### src/rtl/bitcol_pkg.sv
`timescale 1ns/1ps
// Shared definitions for the bit-column streamer.
// Assumes: consumers import the package before use.
package bitcol_pkg;
    // Sequencer state: idle and waiting for a load, or issuing columns.
    typedef enum logic {
        SEQ_IDLE   = 1'b0,
        SEQ_STREAM = 1'b1
    } seq_state_t;
endpackage

### src/rtl/bitcol_seq.sv
`timescale 1ns/1ps
// Column sequencer: walks the bit index from 0 to ACT_W-1 after a start.
// Assumes: start_i is only raised while busy_o is low.
module bitcol_seq
    import bitcol_pkg::*;
#(
    parameter int unsigned ACT_W = 5,
    parameter int unsigned IDX_W = 3
) (
    input  logic             clk,
    input  logic             rst_n,
    input  logic             start_i,
    output logic             busy_o,
    output logic [IDX_W-1:0] idx_o,
    output logic             last_o
);
    localparam logic [IDX_W-1:0] LAST_IDX = IDX_W'(ACT_W - 1);

    seq_state_t       state_q;
    logic [IDX_W-1:0] idx_q;

    // Marks the final column of the vector.
    assign last_o = (state_q == SEQ_STREAM) && (idx_q == LAST_IDX);
    assign busy_o = (state_q == SEQ_STREAM);
    assign idx_o  = idx_q;

    // Advances the state and the column index.
    always_ff @(posedge clk) begin
        if (!rst_n) begin
            state_q <= SEQ_IDLE;
            idx_q   <= '0;
        end else begin
            case (state_q)
                SEQ_IDLE: begin
                    idx_q <= '0;
                    if (start_i) state_q <= SEQ_STREAM;
                end
                default: begin
                    if (last_o) begin
                        state_q <= SEQ_IDLE;
                        idx_q   <= '0;
                    end else begin
                        idx_q <= idx_q + 1'b1;
                    end
                end
            endcase
        end
    end
endmodule

### src/rtl/bitcol_gather.sv
`timescale 1ns/1ps
// Activation store and column gather: holds the loaded vector and selects
// bit idx_i of every lane.
// Assumes: lane j sits at vec bits j*ACT_W +: ACT_W; idx_i < ACT_W.
module bitcol_gather #(
    parameter int unsigned LANES = 8,
    parameter int unsigned ACT_W = 5,
    parameter int unsigned IDX_W = 3
) (
    input  logic                   clk,
    input  logic                   rst_n,
    input  logic                   cap_i,
    input  logic [LANES*ACT_W-1:0] vec_i,
    input  logic [IDX_W-1:0]       idx_i,
    output logic [LANES-1:0]       raw_o
);
    logic [LANES*ACT_W-1:0] vec_q;

    // Captures the activation vector when a load is accepted.
    always_ff @(posedge clk) begin
        if (!rst_n) vec_q <= '0;
        else if (cap_i) vec_q <= vec_i;
    end

    // One selector per lane picks the current bit weight.
    for (genvar j = 0; j < LANES; j++) begin : g_lane
        logic [ACT_W-1:0] lane_w;
        assign lane_w   = vec_q[j*ACT_W +: ACT_W];
        assign raw_o[j] = lane_w[idx_i];
    end
endmodule

### src/rtl/bitcol_majenc.sv
`timescale 1ns/1ps
// Majority encoder: counts ones in a column and complements the column
// when ones outnumber zeros; an equal split is left as is.
// Assumes: purely combinational use inside one cycle.
module bitcol_majenc #(
    parameter int unsigned LANES = 8
) (
    input  logic [LANES-1:0] raw_i,
    output logic [LANES-1:0] enc_o,
    output logic             inv_o
);
    localparam int unsigned     CNT_W = $clog2(LANES + 1);
    localparam logic [CNT_W-1:0] HALF = CNT_W'(LANES / 2);

    logic [CNT_W-1:0] ones;

    // Population count over all lanes.
    always_comb begin
        ones = '0;
        for (int i = 0; i < LANES; i++) ones = ones + CNT_W'(raw_i[i]);
    end

    // Strict majority of ones selects inversion.
    assign inv_o = (ones > HALF);
    assign enc_o = raw_i ^ {LANES{inv_o}};
endmodule

### src/rtl/bitcol_streamer.sv
`timescale 1ns/1ps
// Bit-serial column streamer with majority inversion (top).
// Loads LANES activations of ACT_W bits, then issues one binary column per
// cycle, least significant weight first, with an invert flag per column.
// Assumes: load_i is acted on only while ready_o is high.
module bitcol_streamer #(
    parameter int unsigned LANES = 8,
    parameter int unsigned ACT_W = 5,
    parameter int unsigned IDX_W = 3
) (
    input  logic                   clk,
    input  logic                   rst_n,
    input  logic                   load_i,
    input  logic [LANES*ACT_W-1:0] act_i,
    output logic                   ready_o,
    output logic                   col_valid_o,
    output logic [LANES-1:0]       col_bits_o,
    output logic                   col_inv_o,
    output logic [IDX_W-1:0]       col_idx_o,
    output logic                   done_o
);
    logic             busy;
    logic             last;
    logic             start;
    logic [IDX_W-1:0] idx;
    logic [LANES-1:0] raw;
    logic [LANES-1:0] enc;
    logic             inv;

    // Accept a load only while idle.
    assign start = load_i && !busy;

    bitcol_seq #(.ACT_W(ACT_W), .IDX_W(IDX_W)) u_seq (
        .clk(clk), .rst_n(rst_n), .start_i(start),
        .busy_o(busy), .idx_o(idx), .last_o(last)
    );

    bitcol_gather #(.LANES(LANES), .ACT_W(ACT_W), .IDX_W(IDX_W)) u_gather (
        .clk(clk), .rst_n(rst_n), .cap_i(start), .vec_i(act_i),
        .idx_i(idx), .raw_o(raw)
    );

    bitcol_majenc #(.LANES(LANES)) u_enc (
        .raw_i(raw), .enc_o(enc), .inv_o(inv)
    );

    // Output drive: columns only while streaming, zeros otherwise.
    assign ready_o     = !busy;
    assign col_valid_o = busy;
    assign col_bits_o  = busy ? enc : '0;
    assign col_inv_o   = busy && inv;
    assign col_idx_o   = busy ? idx : '0;
    assign done_o      = last;
endmodule

### config.mk
export PLATFORM = sky130hd
export DESIGN_NAME = bitcol_streamer
export DESIGN_NICKNAME = d
export VERILOG_FILES = /design/src/rtl/bitcol_pkg.sv /design/src/rtl/bitcol_seq.sv /design/src/rtl/bitcol_gather.sv /design/src/rtl/bitcol_majenc.sv /design/src/rtl/bitcol_streamer.sv
export SDC_FILE = /design/constraint.sdc
export NUM_CORES = 1
export LEC_CHECK = 0
export ABC_AREA = 1
export CAP_MARGIN = 20
export CORE_UTILIZATION = 50
export CTS_CLUSTER_SIZE = 20
export DETAILED_ROUTE_END_ITERATION = 8
export PLACE_DENSITY_LB_ADDON = 0.15
export SETUP_SLACK_MARGIN = 0.5
export SYNTH_ARGS = -nofsm -noshare
export SYNTH_HDL_FRONTEND = slang
export SYNTH_SLANG_ARGS = --single-unit
### constraint.sdc
create_clock -name clk -period 10.71 [get_ports clk]
set_input_delay 1.6065 -clock clk [delete_from_list [all_inputs] [get_ports clk]]
set_output_delay 1.6065 -clock clk [all_outputs]
set_load 0.01 [all_outputs]
==> impl_metrics.py, run 1 <==
metrics = {
    "outcome": {
        "status": "complete, no violations",
    },
    "final_layout": {
        "final_common_cell": "nand2_1",
        "syn2layout_area_growth_pct": 24.1,
        "diodes": 0,
        "drive_gt1_share_pct": 10.2,
        "layout_common_cells": "nand2_1 (65), clkdlybuf4s50_1 (57), nor2_1 (48)",
        "n_fill_cell": 438,
        "nNetsFinal": 444,
    },
    "run": {
        "cap_violations": 0,
    },
    "timing": {
        "skew_ns": 0.00569,
        "timing.final.crit_share_pct": 68.2,
        "slew-limit-headroom_pct": 41.5,
        "period_needed_ns": 7.30,
        "maxSlewViolCount": 0,
        "rsz0062_at_grt": "false",
        "setup-violations-final": 0,
        "tightest_slew_ns": 0.877,
        "fmax_ghz": 0.137,
        "finalHoldViolCount": 0,
        "hold_ws_ns": 0.463,
        "timing.setup.tns_ns": 0,
    },
    "detailed_routing": {
        "initialDrtViolationCount": 102,
        "vias": 2201,
        "wl_per_cell_um": 10.8,
        "firstDrtPassIters": 4,
        "drtAntennaViolNets": 0,
        "route.detailed.drc": 0,
        "drt-total-wl_mm": 4.96,
        "viasPerCell": 4.78,
    },
    "clock_network": {
        "cts_setup_buffers": 0,
        "clkTransAtPathRegs_ns": 0.08,
        "numCtsBuffers": 5,
        "htreeDepth": 2,
        "cts.path.max_buffers": 2,
        "holdBufCountCts": 0,
        "cts_tree": "yes",
        "cts_resized": 0,
        "cts_root_buf": "clkbuf_8",
        "insertion_delay_ns": 0.29,
        "clock-sinks": 44,
    },
    "floorplanning": {
        "die_h_um": 72.4,
        "dieArea_sq_um": 5250,
        "floorplan.initialDensity_pct": 52.2,
        "ioPinCount": 58,
        "coreArea_sq_um": 4750,
        "die_w_um": 72.4,
        "rows": 25,
    },
    "worst_setup_path": {
        "critPathKind": "register to primary output",
        "crit_fanout": 21,
        "cp.arrival_ns": 5.70,
        "end_kind": "primary output",
        "worstPathRequired_ns": 9.10,
        "cp_slowest_stage_delay_ns": 0.90,
        "cp_common_cell": "inv_1",
        "crit_slowest_cell": "dfxtp_1",
        "path_cells": "inv_1 > nand2_1 > o21ai_1 > nand2_2 > inv_1 > ha_1 > inv_1 > fa_1 > fa_1 > inv_1 > fa_1 > fa_1 > inv_1 > nand2_1 > nand3_1 > nand3_1 > nand3_1 > nand2_1 > inv_1 > clkdlybuf4s50_1",
        "start_kind": "register",
    },
    "worst_hold_path": {
        "min_path_type": "register to register",
    },
    "synth": {
        "ys_seq_area_share_pct": 35.5,
        "syn-num-nets": 399,
        "synthDistinctLibCells": 25,
        "yosysWarnings": 0,
        "syn_area_per_cell_sq_um": 7.15,
        "syn-instance-count": 347,
        "syn_area_sq_um": 2480,
        "ys_ff_latch": 44,
    },
    "placed_design": {
        "place.gp.congestion": 0.896,
        "io_buffer_count": 57,
        "dp_hpwl_mm": 3.66,
    },
    "global_route": {
        "grt_util_all_layers_pct": 21.0,
        "grt_overflow": 0,
        "antenna_found_initial": 0,
        "grt_max_degree": 60,
        "grt_pass1_vias": 2027,
        "grt_pass1_wl_mm": 8.71,
    },
    "pwr": {
        "finalPower_uw": 432,
        "power_density_nw_per_um2": 140,
        "power_leakage_uw": 0.00144,
        "peakVddDrop_mv": 0.0820,
    },
}
-- final timing paths --
kind / startpoint / endpoint / slack, ns / depth (start not counted)
worst max-delay path: u_seq.idx_o[0] / col_bits_o[1] / 3.41 / 20
worst min-delay path: u_gather.vec_q[4] / u_gather.vec_q[4] / 0.46 / 2
worst max register to register: u_seq.idx_o[0] / u_seq.idx_o[0] / 8.48 / 5
worst min register to register: u_gather.vec_q[4] / u_gather.vec_q[4] / 0.46 / 2
-- cell type report --
| class | instances | area, sq um | area share (%) |
|---|---|---|---|
| inverter | 49 | 194 | 6.30 |
| multi-input combinational | 234 | 1240 | 40.4 |
| sequential | 44 | 881 | 28.6 |
| tap | 67 | 83.8 | 2.72 |
| clock buffer | 8 | 90.1 | 2.93 |
| timing repair buffer | 58 | 586 | 19.0 |
-- sequential cells by signal (all words and copies together) (netlist names) --
register	count
u_seq.idx_o	3
u_gather.vec_q	40
u_seq.busy_o	1
-- metal layers --
metal  part of all wire [%]  vias to the layer above  wire (um)  global-route usage (%)
met3                    4.1                        2        203                    3.33
met1                     48                      971       2380                    28.1
li1                       -                     1172          -                       -
met4                   0.34                        0         17                    4.58
met2                     48                       56       2360                    35.7
met5                      0                        -          0                       0
-- per-stage QoR --
step | cells | setup WS [ns] | util, % | instance area (sq um)
global placement | 451 | 3.85 | 62.5 | 2970
CTS | 459 | 3.38 | 64.4 | 3060
detailed placement | 451 | 3.70 | 62.5 | 2970
global route | 460 | 2.98 | 64.7 | 3080
finish | 460 | 3.41 | 64.7 | 3080
floorplan | 347 | 5.37 | - | 2480
-- report_power, final --
part           internal [uW]  switching (uW)
Sequential               178            9.30
Combinational           65.6            75.5
Clock                   52.6            51.0
Total                    297             136
-- worst max-delay path, delay by kind of cell (launching register included) --
kind | cells | cell delay, ns
AOI/OAI and AO/OA | 1 | 0.10
adders and majority gates | 5 | 2.17
and+or+nand+nor | 7 | 0.95
buffers and inverters | 7 | 1.30
DFF | 1 | 0.90
-- Yosys cell counts (all sizes together) --
cell type	instances	area, sq um
xnor2	1	8.76
ha	5	62.6
nand2	78	330
a21oi	18	90.1
nor3	1	16.3
inv	49	194
nand3	37	265
fa	4	80.1
buf	15	141
clkbuf	5	21.3
o21ai	42	210
nor2	48	180
dfxtp	44	881
-- kinds of logic after synthesis --
group,count (synthesis),synth area share [%]
DFF,44,35.5
and+or+nand+nor,164,31.9
buffers and inverters,69,14.4
AOI/OAI and AO/OA,60,12.1
xor gates and xnor gates,1,0.353
adders and majority gates,9,5.75
Power figures use the tool's default switching activity.
==> inputs of run 2 (changes only) <==
--- a/config.mk
+++ b/config.mk
@@ -7,7 +7,7 @@
 export LEC_CHECK = 0
 export ABC_AREA = 1
 export CAP_MARGIN = 20
-export CORE_UTILIZATION = 50
+export CORE_UTILIZATION = 45
 export CTS_CLUSTER_SIZE = 20
 export DETAILED_ROUTE_END_ITERATION = 8
 export PLACE_DENSITY_LB_ADDON = 0.15
==> constraint.sdc (replaced) <==
create_clock -name clk -period 6 [get_ports clk]
set_input_delay 0.9 -clock clk [delete_from_list [all_inputs] [get_ports clk]]
set_output_delay 0.9 -clock clk [all_outputs]
set_load 0.01 [all_outputs]
==> impl_metrics.py, run 2 (same netlist as run 1, synthesis figures left out) <==
metrics = {
    "detailed_routing": {
        "wl_per_cell_um": 10.9,
        "firstDrtPassIters": 4,
        "drt-total-wl_mm": 5.15,
        "viasPerCell": 4.75,
        "drtAntennaViolNets": 0,
        "vias": 2236,
        "initialDrtViolationCount": 80,
        "route.detailed.drc": 0,
    },
    "final_layout": {
        "drive_gt1_share_pct": 14.7,
        "finish.utilization_pct": 61.4,
        "final_common_cell": "nand2_1",
        "diodes": 0,
        "top_register": "u_gather.vec_q",
        "layout_common_cells": "nand2_1 (64), nor2_1 (48), clkdlybuf4s50_1 (48)",
        "nNetsFinal": 452,
        "syn2layout_area_growth_pct": 28.9,
        "largest_register_ff_count": 40,
    },
    "global_route": {
        "grt_pass1_wl_mm": 9.06,
        "antenna_found_initial": 0,
        "grt_pass1_vias": 2043,
        "grt_max_degree": 60,
        "grt_util_all_layers_pct": 19.1,
        "grt_overflow": 0,
    },
    "run": {
        "cap_violations": 0,
    },
    "worst_setup_path": {
        "worstPathRequired_ns": 5.10,
        "start_kind": "register",
        "cp.arrival_ns": 4.30,
        "critPathKind": "register to primary output",
        "end_kind": "primary output",
        "crit_fanout": 11,
    },
    "timing": {
        "timing.final.crit_share_pct": 86.7,
        "timing.setup.tns_ns": 0,
        "setup-violations-final": 0,
        "skew_ns": 0.00621,
        "tightest_slew_ns": 0.654,
        "period_needed_ns": 5.20,
        "fmax_ghz": 0.192,
        "maxSlewViolCount": 0,
        "finalHoldViolCount": 0,
        "rsz0062_at_grt": "false",
        "slew-limit-headroom_pct": 56.3,
    },
    "floorplanning": {
        "ioPinCount": 58,
        "coreArea_sq_um": 5200,
        "die_w_um": 76.3,
        "dieArea_sq_um": 5810,
        "die_h_um": 76.3,
        "floorplan.initialDensity_pct": 47.7,
        "rows": 26,
    },
    "pwr": {
        "peakVddDrop_mv": 0.138,
        "power_density_nw_per_um2": 247,
        "power_leakage_uw": 0.00160,
    },
    "placed_design": {
        "dp_hpwl_mm": 3.68,
        "place.gp.congestion": 0.823,
        "io_buffer_count": 57,
    },
    "clock_network": {
        "cts_root_buf": "clkbuf_8",
        "htreeDepth": 2,
        "holdBufCountCts": 0,
        "clkTransAtPathRegs_ns": 0.08,
        "clock-sinks": 44,
        "numCtsBuffers": 5,
        "insertion_delay_ns": 0.30,
        "cts.path.max_buffers": 2,
        "cts_tree": "yes",
    },
    "worst_hold_path": {
        "min_path_type": "register to register",
    },
    "outcome": {
        "status": "complete, no violations",
    },
}
[run 2: area by class of cell]
| type | instances | area, sq um |
|---|---|---|
| fill | 494 | 2010 |
| multi-input combinational | 234 | 1270 |
| sequential | 44 | 887 |
| timing repair buffer | 65 | 653 |
| inverter | 49 | 201 |
| tap | 70 | 87.6 |
| clock buffer | 6 | 82.6 |
| clock inverter | 2 | 10.0 |
| timing repair inverter | 1 | 5.00 |
[run 2: routing by layer]
layer	global-route usage (%)	wire length (um)	vias to the layer above	part of all wire [%]
met5	0	0	-	0
met4	5.77	46	0	0.89
met3	3.71	251	5	4.9
met2	31.3	2340	48	45
met1	25.3	2510	998	49
li1	-	-	1185	-
[run 2: path summary, 6_finish.rpt]
check,end,slack (ns),cells after the start,start
max reg2reg,u_gather.vec_q[34],4.26,5,u_seq.busy_o
min reg2reg,u_gather.vec_q[5],0.46,2,u_gather.vec_q[5]
max,col_bits_o[4],0.80,21,u_seq.idx_o[0]
min,u_gather.vec_q[5],0.46,2,u_gather.vec_q[5]
[run 2: critical path, cell delays in order (launching register included)]
cell and delay (ns):
dfxtp_4 0.42, clkinvlp_2 0.19, buf_4 0.22, nand2_1 0.06, nand3_1 0.07, nand3_2 0.12
nand2_2 0.06, inv_1 0.08, fa_1 0.44, fa_1 0.51, inv_1 0.06, fa_2 0.39
fa_1 0.48, inv_1 0.04, nand2_1 0.08, nand3_2 0.12, nand2_2 0.12, nand2_4 0.09
nand2_1 0.10, nand2_1 0.05, inv_1 0.04, dlygate4sd2_1 0.25
[run 2: through the flow]
stage	setup slack [ns]	hold WS, ns	cell area [sq um]	total power [uW]	cells
after floorplan	1.37	0.429	2480	512	347
after global placement	0.657	0.448	3000	588	457
after detailed placement	0.533	0.452	3000	595	457
after CTS	0.542	0.464	3160	796	469
after global routing	0.520	0.485	3200	849	471
final	0.800	0.463	3200	789	471
[run 2: repair_timing]
item                                   CTS  global route
endpoints found under the hold margin    0             0
pin swaps                                0             1
setup endpoints to repair                9             9
cloned                                   1             0
resized for setup                       13             8
buffers inserted                         3             1
[run 2: report_power, final]
| part | switching (uW) | total, uW | internal [uW] |
|---|---|---|---|
| sequential | 14.2 | 332 | 318 |
| clock | 98.8 | 191 | 91.9 |
| combinational | 148 | 266 | 118 |
==> inputs of run 3 (changes only) <==
--- a/config.mk
+++ b/config.mk
@@ -10,7 +10,7 @@
 export CORE_UTILIZATION = 45
 export CTS_CLUSTER_SIZE = 20
 export DETAILED_ROUTE_END_ITERATION = 8
-export PLACE_DENSITY_LB_ADDON = 0.15
+export PLACE_DENSITY = 0.77
 export SETUP_SLACK_MARGIN = 0.5
 export SYNTH_ARGS = -nofsm -noshare
 export SYNTH_HDL_FRONTEND = slang
==> impl_metrics.py, run 3 (same netlist as run 1, synthesis figures left out) <==
metrics = {
    "detailed_routing": {
        "initialDrtViolationCount": 107,
        "firstDrtPassIters": 4,
        "route.detailed.drc": 0,
        "vias": 2272,
        "drt-total-wl_mm": 5.43,
        "drtAntennaViolNets": 0,
        "wl_per_cell_um": 11.6,
        "viasPerCell": 4.85,
    },
    "final_layout": {
        "diodes": 0,
        "layout_common_cells": "nand2_1 (64), nor2_1 (48), clkdlybuf4s50_1 (48)",
        "drive_gt1_share_pct": 14.1,
        "final_common_cell": "nand2_1",
        "stdcell_area_sq_um": 3170,
        "nNetsFinal": 452,
        "n_fill_cell": 509,
        "top_register": "u_gather.vec_q",
        "syn2layout_area_growth_pct": 27.9,
        "largest_register_ff_count": 40,
    },
    "timing": {
        "fin_ws_ns": 0.906,
        "timing.final.crit_share_pct": 84.9,
        "hold_ws_ns": 0.459,
        "tightest_slew_ns": 0.486,
        "slew-limit-headroom_pct": 67.6,
        "fmax_ghz": 0.196,
        "timing.setup.tns_ns": 0,
        "period_needed_ns": 5.09,
        "maxSlewViolCount": 0,
        "finalHoldViolCount": 0,
        "setup-violations-final": 0,
        "rsz0062_at_grt": "false",
        "skew_ns": 0.00630,
    },
    "placed_design": {
        "pre_cts_ws_ns": 0.465,
        "place.gp.congestion": 0.890,
        "io_buffer_count": 57,
        "dpl_cell_area_sq_um": 3000,
        "dp_hpwl_mm": 3.90,
    },
    "global_route": {
        "grt_pass1_wl_mm": 9.12,
        "grt_max_degree": 60,
        "grt_pass1_vias": 2104,
        "grt_util_all_layers_pct": 19.7,
        "antenna_found_initial": 0,
        "grt_overflow": 0,
    },
    "worst_setup_path": {
        "regToRegSetupSlack_ns": 4.32,
        "cp.arrival_ns": 4.19,
        "cp_common_cell": "inv_1",
        "critPathKind": "register to primary output",
        "end_kind": "primary output",
        "worstReg2RegEnd": "u_gather.vec_q[34]",
        "rr_worst_depth": 5,
        "start_kind": "register",
        "crit_fanout": 9,
        "crit_slowest_cell": "fa_1",
        "rr_startpoint": "u_seq.busy_o",
        "worstPathRequired_ns": 5.10,
        "cp_slowest_stage_delay_ns": 0.52,
        "path_cells": "clkinvlp_4 > nand2_1 > o21ai_1 > nand2_2 > inv_1 > ha_1 > inv_1 > fa_1 > fa_1 > inv_1 > fa_2 > fa_1 > inv_1 > nand2_1 > nand3_2 > nand2_2 > nand2_4 > nand3_1 > nand2_1 > inv_1 > dlymetal6s2s_1",
    },
    "floorplanning": {
        "floorplan.initialDensity_pct": 47.7,
        "coreArea_sq_um": 5200,
        "ioPinCount": 58,
        "rows": 26,
        "dieArea_sq_um": 5810,
        "die_h_um": 76.3,
        "die_w_um": 76.3,
    },
    "pwr": {
        "peakVddDrop_mv": 0.139,
        "power_density_nw_per_um2": 242,
        "power_leakage_uw": 0.00161,
    },
    "worst_hold_path": {
        "hold_depth": 2,
        "worstHoldEndpoint": "u_gather.vec_q[5]",
        "min_path_type": "register to register",
        "worstHoldStart": "u_gather.vec_q[5]",
    },
    "clock_network": {
        "clock-sinks": 44,
        "htreeDepth": 2,
        "cts.path.max_buffers": 2,
        "insertion_delay_ns": 0.29,
        "clkTransAtPathRegs_ns": 0.08,
        "numCtsBuffers": 5,
        "holdBufCountCts": 0,
        "cts_tree": "yes",
        "cts_root_buf": "clkbuf_8",
    },
    "run": {
        "cap_violations": 0,
    },
    "outcome": {
        "status": "complete, no violations",
    },
}
==> run 3: cell type report <==
| class | instances | area, sq um | share of cell area, % |
|---|---|---|---|
| inverters | 49 | 203 | 6.39 |
| repair buffers | 66 | 664 | 20.9 |
| flip-flops and latches | 44 | 887 | 27.9 |
| well taps | 70 | 87.6 | 2.76 |
| clock buffers | 5 | 68.8 | 2.17 |
| multi-input cells | 234 | 1260 | 39.8 |
==> run 3: repair_timing <==
action / in CTS / in global routing
endpoints found under the setup margin: 9 / 9
setup buffers: 3 / 2
resized for setup: 10 / 12
pin swaps: 0 / 1
==> run 3: how the worst max path moves through the flow <==
stage              startpoint             to  slack, ns
2_1_floorplan  u_seq.idx_o[0]  col_bits_o[0]       1.37
3_3_place_gp   u_seq.idx_o[0]  col_bits_o[0]       0.63
3_5_place_dp   u_seq.idx_o[0]  col_bits_o[4]       0.47
4_1_cts        u_seq.idx_o[0]  col_bits_o[3]       0.51
5_1_grt        u_seq.idx_o[1]  col_bits_o[2]       0.66
6_report       u_seq.idx_o[1]  col_bits_o[7]       0.91
==> run 3: power by group <==
part | leakage (uW) | total, uW | internal (uW) | switching (uW)
Combinational | 0.00121 | 269 | 120 | 149
Sequential | 0.000366 | 332 | 318 | 14.3
Clock | 0.0000359 | 166 | 75.1 | 90.9
Total | 0.00161 | 767 | 513 | 254
==> run 3: routing by layer <==
layer | share of wire (%) | vias up | routed length [um] | track usage, %
met5 | 0 | - | 0 | 0
met4 | 1.7 | 0 | 91 | 8.85
met3 | 3.6 | 8 | 198 | 4.31
met2 | 47 | 53 | 2570 | 31.8
met1 | 47 | 1021 | 2570 | 25.0
li1 | - | 1190 | - | -
==> run 3: stage by stage <==
step                utilization, %  std cells  total power, uW
floorplan                        -        347              512
finish                        61.0        468              767
detailed placement            57.6        457              596
global route                  61.0        468              823
global placement              57.6        457              585
CTS                           59.9        465              766
==> run 3: critical path: cells and delay by family (launching register included) <==
family	cells	cell delay (ns)
buf+inv	7	0.52
fa+ha+maj	5	2.16
simple gates	8	0.75
compound gates	1	0.09
flops	1	0.36
